**config.mk**
```make
export PLATFORM = sky130hd
export DESIGN_NAME = idstream_rx
export DESIGN_NICKNAME = d
export VERILOG_FILES = /design/src/rtl/idstream_pkg.sv /design/src/rtl/idstream_edge.sv /design/src/rtl/idstream_framer.sv /design/src/rtl/idstream_store.sv /design/src/rtl/idstream_rx.sv
export SDC_FILE = /design/constraint.sdc
export NUM_CORES = 1
export LEC_CHECK = 0
export ABC_AREA = 1
export BUFFER_PORTS_ARGS = -buffer_cell sky130_fd_sc_hd__buf_2
export CORE_AREA = 2 2 264 318
export CTS_CLUSTER_SIZE = 14
export DETAILED_ROUTE_END_ITERATION = 10
export DIE_AREA = 0 0 266 320
export PLACE_DENSITY_LB_ADDON = 0.25
export SLEW_MARGIN = 20
export SYNTH_ARGS = -nofsm -noshare
export SYNTH_HDL_FRONTEND = slang
export SYNTH_HIERARCHICAL = 1
export SYNTH_SLANG_ARGS = --single-unit
```
**constraint.sdc**
```tcl
create_clock -name clk -period 10.42 [get_ports clk]
set_clock_uncertainty 0.2 [all_clocks]
set_input_delay 0.521 -clock clk [delete_from_list [all_inputs] [get_ports clk]]
set_output_delay 0.521 -clock clk [all_outputs]
set_load 0.02 [all_outputs]
```
**src/rtl/idstream_pkg.sv**
```systemverilog
package idstream_pkg;

    localparam int REC_BYTES     = 128;
    localparam int HDR_BYTES     = 8;
    localparam int BITS_PER_SLOT = 9;
    localparam int ADDR_W        = $clog2(REC_BYTES);
    localparam int WIN_W         = HDR_BYTES * BITS_PER_SLOT;

    typedef enum logic [1:0] {
        ST_SEARCH  = 2'd0,
        ST_CAPTURE = 2'd1,
        ST_CHECK   = 2'd2,
        ST_VALID   = 2'd3
    } rx_state_t;

    function automatic logic [7:0] hdr_byte(input int k);
        return (k == 0 || k == HDR_BYTES - 1) ? 8'h00 : 8'hFF;
    endfunction

    function automatic logic [7:0] hdr_sum();
        logic [7:0] s;
        s = 8'h00;
        for (int k = 0; k < HDR_BYTES; k++) s = s + hdr_byte(k);
        return s;
    endfunction

endpackage

```
**src/rtl/idstream_edge.sv**
```systemverilog
module idstream_edge #(
    parameter int SYNC_STAGES = 2
) (
    input  logic clk,
    input  logic rst_n,
    input  logic vsync_i,
    input  logic data_i,
    output logic strobe_o,
    output logic bit_o
);
    localparam int MSB = SYNC_STAGES - 1;

    logic [MSB:0] v_sh;
    logic [MSB:0] d_sh;
    logic         v_prev;

    always_ff @(posedge clk or negedge rst_n) begin
        if (!rst_n) begin
            v_sh   <= '0;
            d_sh   <= '0;
            v_prev <= 1'b0;
        end else begin
            v_sh   <= {v_sh[MSB-1:0], vsync_i};
            d_sh   <= {d_sh[MSB-1:0], data_i};
            v_prev <= v_sh[MSB];
        end
    end

    assign strobe_o = v_sh[MSB] & ~v_prev;
    assign bit_o    = d_sh[MSB];

    // one strobe per rising sync edge, never two in a row
    p_strobe_single_r2: assert property (@(posedge clk) disable iff (!rst_n)
        strobe_o |=> !strobe_o);

endmodule

```
**src/rtl/idstream_framer.sv**
```systemverilog
module idstream_framer
    import idstream_pkg::*;
(
    input  logic       clk,
    input  logic       rst_n,
    input  logic       strobe_i,
    input  logic       bit_i,
    input  logic       hunt_i,
    input  logic       clear_i,
    output logic       hit_o,
    output logic       byte_done_o,
    output logic [7:0] byte_o
);
    localparam int CNT_W = $clog2(BITS_PER_SLOT);
    localparam logic [CNT_W-1:0] LAST_SLOT = CNT_W'(BITS_PER_SLOT - 1);

    logic [WIN_W-1:0] win;
    logic [WIN_W-1:0] nw;
    logic [CNT_W-1:0] cnt;

    function automatic logic hdr_match(input logic [WIN_W-1:0] w);
        logic ok;
        ok = 1'b1;
        for (int k = 0; k < HDR_BYTES; k++) begin
            if (w[(WIN_W - 1 - BITS_PER_SLOT * k) -: 8] != hdr_byte(k)) ok = 1'b0;
        end
        return ok;
    endfunction

    assign nw = {win[WIN_W-2:0], bit_i};

    always_ff @(posedge clk or negedge rst_n) begin
        if (!rst_n) begin
            win         <= '0;
            cnt         <= '0;
            hit_o       <= 1'b0;
            byte_done_o <= 1'b0;
            byte_o      <= 8'h00;
        end else begin
            hit_o       <= 1'b0;
            byte_done_o <= 1'b0;
            if (clear_i) begin
                win <= '0;
                cnt <= '0;
            end else if (strobe_i) begin
                win <= nw;
                if (hunt_i) begin
                    cnt   <= '0;
                    hit_o <= hdr_match(nw);
                end else if (cnt == LAST_SLOT) begin
                    cnt         <= '0;
                    byte_done_o <= 1'b1;
                    byte_o      <= nw[8:1];
                end else begin
                    cnt <= cnt + 1'b1;
                end
            end
        end
    end

    // a byte completes only on a sample strobe
    p_done_on_strobe_r2: assert property (@(posedge clk) disable iff (!rst_n)
        byte_done_o |-> $past(strobe_i));
    // pattern hit and byte completion never coincide
    p_hit_not_done_r3: assert property (@(posedge clk) disable iff (!rst_n)
        hit_o |-> !byte_done_o);

endmodule

```
**src/rtl/idstream_store.sv**
```systemverilog
module idstream_store
    import idstream_pkg::*;
(
    input  logic              clk,
    input  logic              rst_n,
    input  logic              we_i,
    input  logic [ADDR_W-1:0] waddr_i,
    input  logic [7:0]        wdata_i,
    input  logic              re_i,
    input  logic [ADDR_W-1:0] raddr_i,
    output logic [7:0]        rdata_o
);
    logic [7:0] mem [REC_BYTES];

    always_ff @(posedge clk) begin
        if (we_i) mem[waddr_i] <= wdata_i;
    end

    always_ff @(posedge clk or negedge rst_n) begin
        if (!rst_n) begin
            rdata_o <= 8'h00;
        end else if (re_i) begin
            rdata_o <= (int'(raddr_i) < HDR_BYTES) ? hdr_byte(int'(raddr_i)) : mem[raddr_i];
        end else begin
            rdata_o <= 8'h00;
        end
    end

    // header slots are never overwritten by captured data
    p_no_hdr_write_r4: assert property (@(posedge clk) disable iff (!rst_n)
        we_i |-> (int'(waddr_i) >= HDR_BYTES));

endmodule

```
**src/rtl/idstream_rx.sv**
```systemverilog
module idstream_rx
    import idstream_pkg::*;
#(
    parameter int TIMEOUT_CYC = 2000000,
    parameter int SYNC_STAGES = 2
) (
    input  logic              clk,
    input  logic              rst_n,
    input  logic              vsync_i,
    input  logic              ddc_data_i,
    input  logic              rd_en_i,
    input  logic [ADDR_W-1:0] rd_addr_i,
    output logic [7:0]        rd_data_o,
    output logic              valid_o,
    output logic              err_o
);
    localparam int TO_W = $clog2(TIMEOUT_CYC + 1);
    localparam logic [TO_W-1:0]   TO_LAST   = TO_W'(TIMEOUT_CYC - 1);
    localparam logic [ADDR_W-1:0] IDX_FIRST = ADDR_W'(HDR_BYTES);
    localparam logic [ADDR_W-1:0] IDX_LAST  = ADDR_W'(REC_BYTES - 1);
    localparam logic [7:0]        SUM_INIT  = hdr_sum();

    rx_state_t         state, state_nx;
    logic              strobe, sbit;
    logic              hit, byte_done;
    logic [7:0]        byte_val;
    logic [TO_W-1:0]   timer;
    logic              to_hit;
    logic [ADDR_W-1:0] idx;
    logic [7:0]        sum_q;
    logic              wr_en;

    idstream_edge #(.SYNC_STAGES(SYNC_STAGES)) u_edge (
        .clk      (clk),
        .rst_n    (rst_n),
        .vsync_i  (vsync_i),
        .data_i   (ddc_data_i),
        .strobe_o (strobe),
        .bit_o    (sbit)
    );

    idstream_framer u_framer (
        .clk         (clk),
        .rst_n       (rst_n),
        .strobe_i    (strobe),
        .bit_i       (sbit),
        .hunt_i      (state == ST_SEARCH),
        .clear_i     (to_hit),
        .hit_o       (hit),
        .byte_done_o (byte_done),
        .byte_o      (byte_val)
    );

    assign wr_en = (state == ST_CAPTURE) && byte_done;

    idstream_store u_store (
        .clk     (clk),
        .rst_n   (rst_n),
        .we_i    (wr_en),
        .waddr_i (idx),
        .wdata_i (byte_val),
        .re_i    (rd_en_i && valid_o),
        .raddr_i (rd_addr_i),
        .rdata_o (rd_data_o)
    );

    assign to_hit = !strobe && (timer == TO_LAST);

    always_comb begin
        state_nx = state;
        if (to_hit) begin
            state_nx = ST_SEARCH;
        end else begin
            unique case (state)
                ST_SEARCH:  if (hit) state_nx = ST_CAPTURE;
                ST_CAPTURE: if (byte_done && idx == IDX_LAST) state_nx = ST_CHECK;
                ST_CHECK:   state_nx = (sum_q == 8'h00) ? ST_VALID : ST_SEARCH;
                ST_VALID:   state_nx = ST_VALID;
            endcase
        end
    end

    always_ff @(posedge clk or negedge rst_n) begin
        if (!rst_n) state <= ST_SEARCH;
        else        state <= state_nx;
    end

    always_ff @(posedge clk or negedge rst_n) begin
        if (!rst_n) begin
            timer   <= '0;
            idx     <= '0;
            sum_q   <= 8'h00;
            valid_o <= 1'b0;
            err_o   <= 1'b0;
        end else begin
            if (strobe || to_hit) timer <= '0;
            else                  timer <= timer + 1'b1;

            if (state == ST_SEARCH && hit) begin
                idx   <= IDX_FIRST;
                sum_q <= SUM_INIT;
            end else if (wr_en) begin
                idx   <= idx + 1'b1;
                sum_q <= sum_q + byte_val;
            end

            valid_o <= (state_nx == ST_VALID);
            err_o   <= !to_hit && (state == ST_CHECK) && (sum_q != 8'h00);
        end
    end

    // state after reset release
    p_reset_quiet_r1: assert property (@(posedge clk) disable iff (!rst_n)
        $rose(rst_n) |-> !valid_o);
    // the flag rises only after a zero sum was held
    p_valid_after_sum_r5: assert property (@(posedge clk) disable iff (!rst_n)
        $rose(valid_o) |-> ($past(sum_q) == 8'h00));
    // error pulse lasts one cycle and excludes the valid flag
    p_err_single_r6: assert property (@(posedge clk) disable iff (!rst_n)
        err_o |=> !err_o);
    p_err_excl_valid_r6: assert property (@(posedge clk) disable iff (!rst_n)
        err_o |-> !valid_o);
    // a timeout always drops the valid flag
    p_timeout_clears_r7: assert property (@(posedge clk) disable iff (!rst_n)
        to_hit |=> !valid_o);
    // refused or absent reads return zero
    p_rd_zero_r8: assert property (@(posedge clk) disable iff (!rst_n)
        !(rd_en_i && valid_o) |=> (rd_data_o == 8'h00));
    // capture index stays inside the data area
    p_idx_range_r4: assert property (@(posedge clk) disable iff (!rst_n)
        (state == ST_CAPTURE) |-> (int'(idx) >= HDR_BYTES));

endmodule

```
Yosys cells after proc, flatten, opt, wreduce, memory -nomap -nowiden
Memories as Yosys holds them, arrays and structs flattened.
Index checks and enable logic that the tools add are counted.
- $add $sub $neg: 4
- $lt $le $gt $ge: 1
- equal/unequal tests: 14
- muxes and demuxes: 36
- bitwise logic cells: 4
- reductions and logical operators: 20
- operator list (kind ; count):
    $mux W71 ; 2
    $ne A8 B8 Y1 const B ; 6
    $mux W8 ; 5
    $reduce_bool A8 Y1 ; 3
    $add A21 B1 Y21 const B ; 1
    $eq A21 B21 Y1 const B ; 1
    $mux W21 ; 1
    $mux W1 ; 17
    $mux W4 ; 4
    $mux W7 ; 2
    $add A8 B8 Y8 ; 1
    $logic_not A8 Y1 ; 1
    $mux W2 ; 4
    $pmux W2 S4 ; 1
    $add A7 B1 Y7 const B ; 1
    $eq A7 B4 Y1 const B ; 1
    $eq A7 B7 Y1 const B ; 1
    $logic_and A1 B1 Y1 ; 7
    $logic_not A7 Y1 ; 1
    $lt A7 B4 Y1 const B ; 1
    $eq A2 B2 Y1 const B ; 3
    $add A4 B1 Y4 const B ; 1
    $eq A4 B4 Y1 const B ; 1
    $reduce_and A4 Y1 ; 1
    7 further kinds ; 12
- flip-flop bits (word level): 138
- memory bits (writable): 1024
- output and inout bits: 10
- word-level logic and storage cells: 95
- memories: 1
- memories (memory ; depth ; width ; read ports ; clocked after memory_dff ; write ports ; RTL line ; text):
    u_store.mem ; 128 ; 8 ; 1 ; 0 ; 1 ; idstream_store.sv:13 ; logic [7:0] mem [REC_BYTES];

Depth between registers and ports, before layout
Gate-level depths: netlist of the first run.
- depth after elaboration: 12
- mapped depth: 16
- mapped depth without buffers: 13

Cells and area by module
Netlist of the first run, hierarchy kept.
- modules (own cells, without submodules) (module ; times used ; cells an instance ; area an instance (um2) ; seq. area each (um2)):
    idstream_store ; 1 ; 3786 ; 42690.9 ; 30949.7
    idstream_framer ; 1 ; 389 ; 3533.4 ; 2127.0
    idstream_rx ; 1 ; 343 ; 2458.6 ; 1001.0
    idstream_edge ; 1 ; 7 ; 135.1 ; 125.1

Worst setup path before layout of the first run
Ideal clock, no wire load.
- path type: register -> register
- start: register u_framer.byte_o[0]
- end: register sum_q[6]
- library setup time: 0.117 ns
- arrival: 3.111 ns
- data required time: 10.103 ns
- slack: 6.991 ns
- stages on the path, launching flop included: 10
- buffers on the path: 0
- clock period less this slack: 3.429 ns
- path through: dfrtp_1 ha_1 inv_1 fa_1 o21ai_0 nand2_1 nand2_1 nand2_1 nand3_1 nand2_1
- longest elaborated chain between the ends: 3
- RTL lines (what ; RTL line ; text):
    from (decl) ; idstream_framer.sv:12 ; output logic [7:0] byte_o
    from (signal assigned) ; idstream_framer.sv:53 ; byte_o <= nw[8:1];
    $add A8 B8 Y8 ; idstream_rx.sv:104 ; sum_q <= sum_q + byte_val;
    $mux W8 ; idstream_rx.sv:102 ; end else if (wr_en) begin
    $mux W8 ; idstream_rx.sv:99 ; if (state == ST_SEARCH && hit) begin
    to (signal assigned) ; idstream_rx.sv:104 ;
    to (decl) ; idstream_rx.sv:30 ; logic [7:0] sum_q;
No other way between the ends. The select of a mux whose other input is x is not followed.
A chain may end at the register's enable or synchronous reset.

Final worst setup path of the first run
- start: input rd_addr_i[3]
- end: register u_store.rdata_o[1]
- longest elaborated chain between the ends: 5
- RTL lines (what ; RTL line ; text):
    from (decl) ; idstream_rx.sv:12 ; input logic [ADDR_W-1:0] rd_addr_i,
    branches (longest 3 deep; another with $mem_v2 Z128 W8) ; -- ;
    $mux W8 (*) ; idstream_store.sv:23 ; rdata_o <= (int'(raddr_i) < HDR_BYTES) ? hdr_byte(int'(raddr_i)) : mem[raddr_i];
    $mux W8 (*) ; idstream_store.sv:22 ; end else if (re_i) begin
    to (signal assigned) ; idstream_store.sv:23 ;
    to (decl) ; idstream_store.sv:11 ; output logic [7:0] rdata_o
Mark *: on every way between the ends.

==> results of run 1 <==
==> report_power, final <==
group          internal (mW)  switching (mW)  total [mW]
combinational          0.116           0.341       0.457
sequential              5.02          0.0148        5.03
clock                   2.19            1.66        3.85
total                   7.32            2.02        9.33
==> path summary, 6_finish.rpt <==
| kind | endpoint |
|---|---|
| worst min register to register | u_edge/v_sh[1] |
| worst max register to register | u_framer/byte_o[4] |
| worst max-delay path | u_store/rdata_o[1] |
| worst min-delay path | u_edge/v_sh[1] |
| min in group asynchronous | timer[18] |
| max in group asynchronous | u_framer/byte_o[0] |
==> routing by layer <==
layer  part of all wire  up-vias  track usage
met5            0.00018        -            0
met4              0.051        4       0.1462
met3              0.092      304      0.04797
met2               0.48     1629       0.4736
met1               0.38    15853       0.3894
li1                   -    15118            -
==> cell families after synthesis <==
family | Yosys count | synth area share
AO/OA/AOI/OAI | 455 | 0.04993
AND/OR/NAND/NOR | 2389 | 0.1979
flip-flops | 1162 | 0.7006
buffers and inverters | 494 | 0.04595
adder cells (fa/ha/maj) | 12 | 0.003229
XOR/XNOR | 13 | 0.002332
==> registers in the layout, summed over array words and instances, names as in the netlist, 2 cells and up <==
| signal | cells |
|---|---|
| idx | 7 |
| state | 2 |
| sum_q | 8 |
| timer | 21 |
| u_edge/d_sh | 2 |
| u_edge/v_sh | 2 |
| u_framer/byte_o | 8 |
| u_framer/cnt | 4 |
| u_framer/win | 71 |
| u_store/mem | 1024 |
| u_store/rdata_o | 8 |
==> layout by cell type, fill, tap and decap left out, types with 13 or more instances in the layout <==
cell,count
nor3_1,13
buf_4,32
dfrtp_1,130
o22ai_1,42
o211ai_1,25
inv_1,248
clkinv_2,19
edfxtp_1,1024
nand3_1,367
nand2_1,1352
o21ai_0,273
or2_2,35
clkbuf_1,30
buf_2,18
o21ai_1,38
clkinv_1,18
clkbuf_16,112
inv_2,15
nor2_1,592
a21oi_1,64
==> metrics by stage <==
stage / cells / hold WS, ps / worst slack (ps) / area (sq um) / total power [mW]
floorplan: 4525 / 25.41 / 6991 / 48820 / 5.432
global placement: 5408 / 131.7 / 6203 / 49400 / 5.569
detailed placement: 5408 / 135.8 / 6203 / 49400 / 5.575
CTS: 5611 / 121.2 / 6737 / 52890 / 9.367
global route: 5611 / 164.6 / 6396 / 52890 / 9.594
finish: 5611 / 145.5 / 6725 / 52890 / 9.334
==> layout make-up <==
class | instances | area [sq um]
sequential | 1162 | 34230
fill | 6117 | 28840
multi-input combinational | 2869 | 12380
clock buffer | 153 | 3054
tap | 1053 | 1318
inverter | 267 | 1018
timing repair buffer | 60 | 478.0
clock inverter | 47 | 412.9
==> timing repair <==
item	4_1_cts	5_1_grt
endpoints found under the setup margin	0	0
endpoints found under the hold margin	91	0
hold buffers	3	0
==> critical path: stages <==
cell and delay, ps:
buf_2 310, nor2_4 700, nand2_1 480, buf_4 370, inv_1 750, nand3_1 140, o21ai_1 140, a21oi_1 70
nand2_1 150, nand2_1 100, nand3_1 130, nand3_1 70, a21oi_1 130
==> metrics.txt, run 1 <==
vias in the first global route=roughly 31000; fmax=between 200 and 300 MHz; DR vias=approximately 33000; Final Core Density=0.6472; CTS tree=yes; initial antenna violation count=4; worst-skew pair later-pin latency=690 ps; clock sinks=about 1200; CTS Buf Count=between 100 and 150; Slew headroom=0.2654; # DRC=0; Yosys warnings=6; Hold WC Path Type=flip-flop to flip-flop; WS Path Type=primary input to flip-flop; PwrDens=~180 mW/mm^2; share of cells above drive strength 1=0.06582; Mapped Area=0.04882 sq mm; Worst Hold Launch=u_edge/v_sh[0]; Antenna Violating Nets Remaining=0; Die Height=about 320 um; Initial Util=0.5973; Setup Viol. Count Final=0; Total GRT Usage=0.2935; Post-Syn Instances=4525; worst slew pin tran=1102 ps; cell taking the most area after synthesis=edfxtp_1; RSZ-0062 raised after global routing=false; hold violation count in the final report=0; core area=approximately 0.082 sq mm; Synth Flop Type=edfxtp_1; vias per std cell=between 5 and 6; post-synth net total=4549; Startpoint Class=primary input; grt ovf=0; Min Clock Period, post-route=~3700 ps; crit end category=flip-flop; Pleak=between 15 and 20 nW; R2R Setup Slk=between 6000 and 7000 ps; post_cts resized=0; diode count=0; Max Transition Viols Final=0; FP Rows=about 120; Reg clk slew, reported paths=~70 ps; CP required=about 11000 ps; largest net degree at the start of global routing=around 190; status=finished clean; # IOs=22; Pre-Repair DR Iteration Count=6; crit path DAT=4120 ps; largest cells by area after synthesis=edfxtp_1, nand2_1, dfrtp_1, nor2_1, nand3_1; H-tree Lvls=3; global-route wire length before repair=between 150000 and 200000 um; DP Wirelength=around 73000 um; Post-synth top cells=nand2_1, edfxtp_1, nor2_1, nand3_1, o21ai_0; area delta synth->final=8.348%; cells on worst reg2reg path=11; Horiz. Die Dim=266 um; cell with the most instances after synthesis=nand2_1; final worst-path cycle share=0.3546; CTS root buffer=clkbuf_16; setup bufs post-CTS=0; die area=about 0.085 sq mm; worst reg2reg startpoint=u_edge/v_prev; ys async rst share=0.1188; # port buffers=21; Seq/Total Area, Yosys=0.7006; Synth Register Bits=roughly 1200; Avg Cell Area, Syn=10.79 sq um; Synth top area share=0.6299; RePlAce Congestion=between 0.9 and 1; Layout Nets=around 4500; Avg WL per Cell=roughly 22 um; MaxCap Viol Count=0; Iter 0 DRT Violations=~4300; post-synthesis cell type count=just over 40; crit path from=rd_addr_i[3]; final wirelength=approximately 120000 um; Crit Path Max Fanout=23; hold path cells=0; Peak VDD IR=0.1419 mV; deepest clock path buffer count=3; Post-synth EDFFs=1024; setup TNS=0 ps
Note: power is estimated with default switching activity, not from simulation.
==> inputs of run 2 (changes only) <==
clock period = 3.8 ns   (was 10.42 ns; I/O delays follow)
==> run 2 against run 1 <==
Net effect:
- sequential share of layout area down 0.79 points
- clock power grew to 2.9 times the previous value
- non-clock buffer count grew 47
- register-to-register slack worse by 6100 ps
- via count grew 1.3%
- setup slack worse by 6300 ps
- die area did not move
- largest cell class unchanged
- highest routed layer unchanged
==> metrics.txt, run 2 (same netlist as run 1, synthesis figures left out) <==
status=finished clean; RePlAce Congestion=1.020 (+4.7%); worst slew pin tran=1075 ps (-26.57 ps); Total GRT Usage=0.3001 (+0.006640); CTS tree=yes; grt ovf=0 (unchanged); fmax=slightly below 300 MHz; Avg WL per Cell=22.45 um (+1.4%); global-route wire length before repair=192000 um (+2.4%); Iter 0 DRT Violations=3963 (-8.4%); most frequent cells in the layout=nand2_1, edfxtp_1, nor2_1; # port buffers=21 (unchanged); Initial Util=0.5973 (unchanged); Min Clock Period, post-route=between 3000 and 4000 ps; Die Height=320 um (unchanged); deepest clock path buffer count=3 (unchanged); hold violation count in the final report=0 (unchanged); crit path DAT=3800 ps (-320 ps); CTS Buf Count=109 (+0.93%); setup TNS=0 ps (unchanged); CTS root buffer=clkbuf_16; final worst-path cycle share=0.8845; core area=0.08173 sq mm (unchanged); Antenna Violating Nets Remaining=0 (unchanged); initial antenna violation count=3 (-1); Top Registers=u_store/mem x1024, u_framer/win x71, timer x21; largest net degree at the start of global routing=133 (-31%); Reg clk slew, reported paths=60 ps (about the same); Tot Pwr=26.11 mW (+180%); area delta synth->final=9.691%; Slew headroom=0.2831 (+0.01771); Startpoint Class=primary input; worst-skew pair later-pin latency=690 ps (about the same); DR vias=33343 (+1.3%); Max Transition Viols Final=0 (unchanged); MaxCap Viol Count=0 (unchanged); CTS Hold Bufs=12 (+9); worst setup margin=438.8 ps (-6286 ps); post_cts resized=0 (unchanged); WS Path Type=primary input to flip-flop; Hold WC Path Type=primary input to flip-flop; Layout Nets=4540 (+1.1%); Crit Path Max Fanout=49 (+110%); die area=0.08512 sq mm (unchanged); vias per std cell=5.889 (+0.41%); Peak VDD IR=0.4043 mV (+180%); # IOs=22 (unchanged); area of the multi-input gates=0.01238 sq mm (unchanged); Hold Slack=37.43 ps (-108.1 ps); Pleak=19.17 nW (+1.8%); DP Wirelength=76950 um (+5.7%); crit end category=flip-flop; share of cells above drive strength 1=0.07509 (+0.009268); fillers=5978 (-2.3%); Final Core Density=0.6552 (+0.008022); Pre-Repair DR Iteration Count=6 (unchanged); H-tree Lvls=3 (unchanged); PwrDens=487.7 mW/mm^2 (+180%); vias in the first global route=31784 (+2.1%); Setup Viol. Count Final=0 (unchanged); CP required=4240 ps (-6600 ps); setup bufs post-CTS=0 (unchanged); clock sinks=1162 (unchanged); Place WS=882.1 ps (-5320 ps); most common cell after layout, fill and taps aside=nand2_1; Horiz. Die Dim=266 um (unchanged); max FFs per register=1024 (unchanged); FP Rows=115 (unchanged); # DRC=0 (unchanged); RSZ-0062 raised after global routing=false; Largest Register=u_store/mem; sequential cell area=0.03423 sq mm (unchanged); final wirelength=127100 um (+2.3%)
==> run 2: critical path, stage by stage <==
cell	delay, ps
buf_2	170
buf_4	290
inv_2	380
buf_12	310
nand2_1	390
a21oi_1	360
nor2_1	70
nand2_1	80
nand2_1	60
nand3_1	90
nand3_1	80
dlygate4sd3_1	570
a21oi_1	110
dlygate4sd3_1	560
==> run 2: power breakdown <==
part	internal, mW	leakage [nW]	total [mW]	switching [mW]
registers	13.8	8.93	13.8	0.0403
logic	0.346	8.46	1.30	0.956
clock network	6.30	1.77	11.0	4.72
total	20.4	19.2	26.1	5.72
==> run 2: layout make-up <==
cell class                 count  share of cell area
sequential                  1162              0.6393
inverter                     267             0.01900
tap                         1053             0.02460
timing repair buffer         107             0.01790
multi-input combinational   2869              0.2312
clock inverter                64             0.01395
clock buffer                 139             0.05404
antenna                        1          0.00004673
==> run 2: stage by stage <==
step / instances / cell area [sq um]
finish: 5662 / 53550
detailed placement: 5446 / 49770
global placement: 5446 / 49770
CTS: 5661 / 53550
floorplan: 4525 / 48820
global route: 5661 / 53550
==> run 2: routing by layer <==
metal / track usage / part of all wire
met3: 0.05828 / 0.098
met2: 0.4794 / 0.48
met1: 0.3918 / 0.37
met5: 0 / 0.00013
met4: 0.1600 / 0.057
==> run 2: worst paths after layout <==
| path | startpoint | slack [ps] | cells past startpoint | end |
|---|---|---|---|---|
| worst max register to register | u_store/mem[23][4] | 700 | 10 | u_store/rdata_o[4] |
| max in group asynchronous | rst_n | 2550 | 4 | u_framer/byte_o[5] |
| worst min-delay path | vsync_i | 40 | 2 | u_edge/v_sh[0] |
| worst min register to register | u_edge/d_sh[0] | 150 | 0 | u_edge/d_sh[1] |
| worst max-delay path | rd_addr_i[2] | 440 | 14 | u_store/rdata_o[4] |
| min in group asynchronous | rst_n | 430 | 4 | idx[6] |
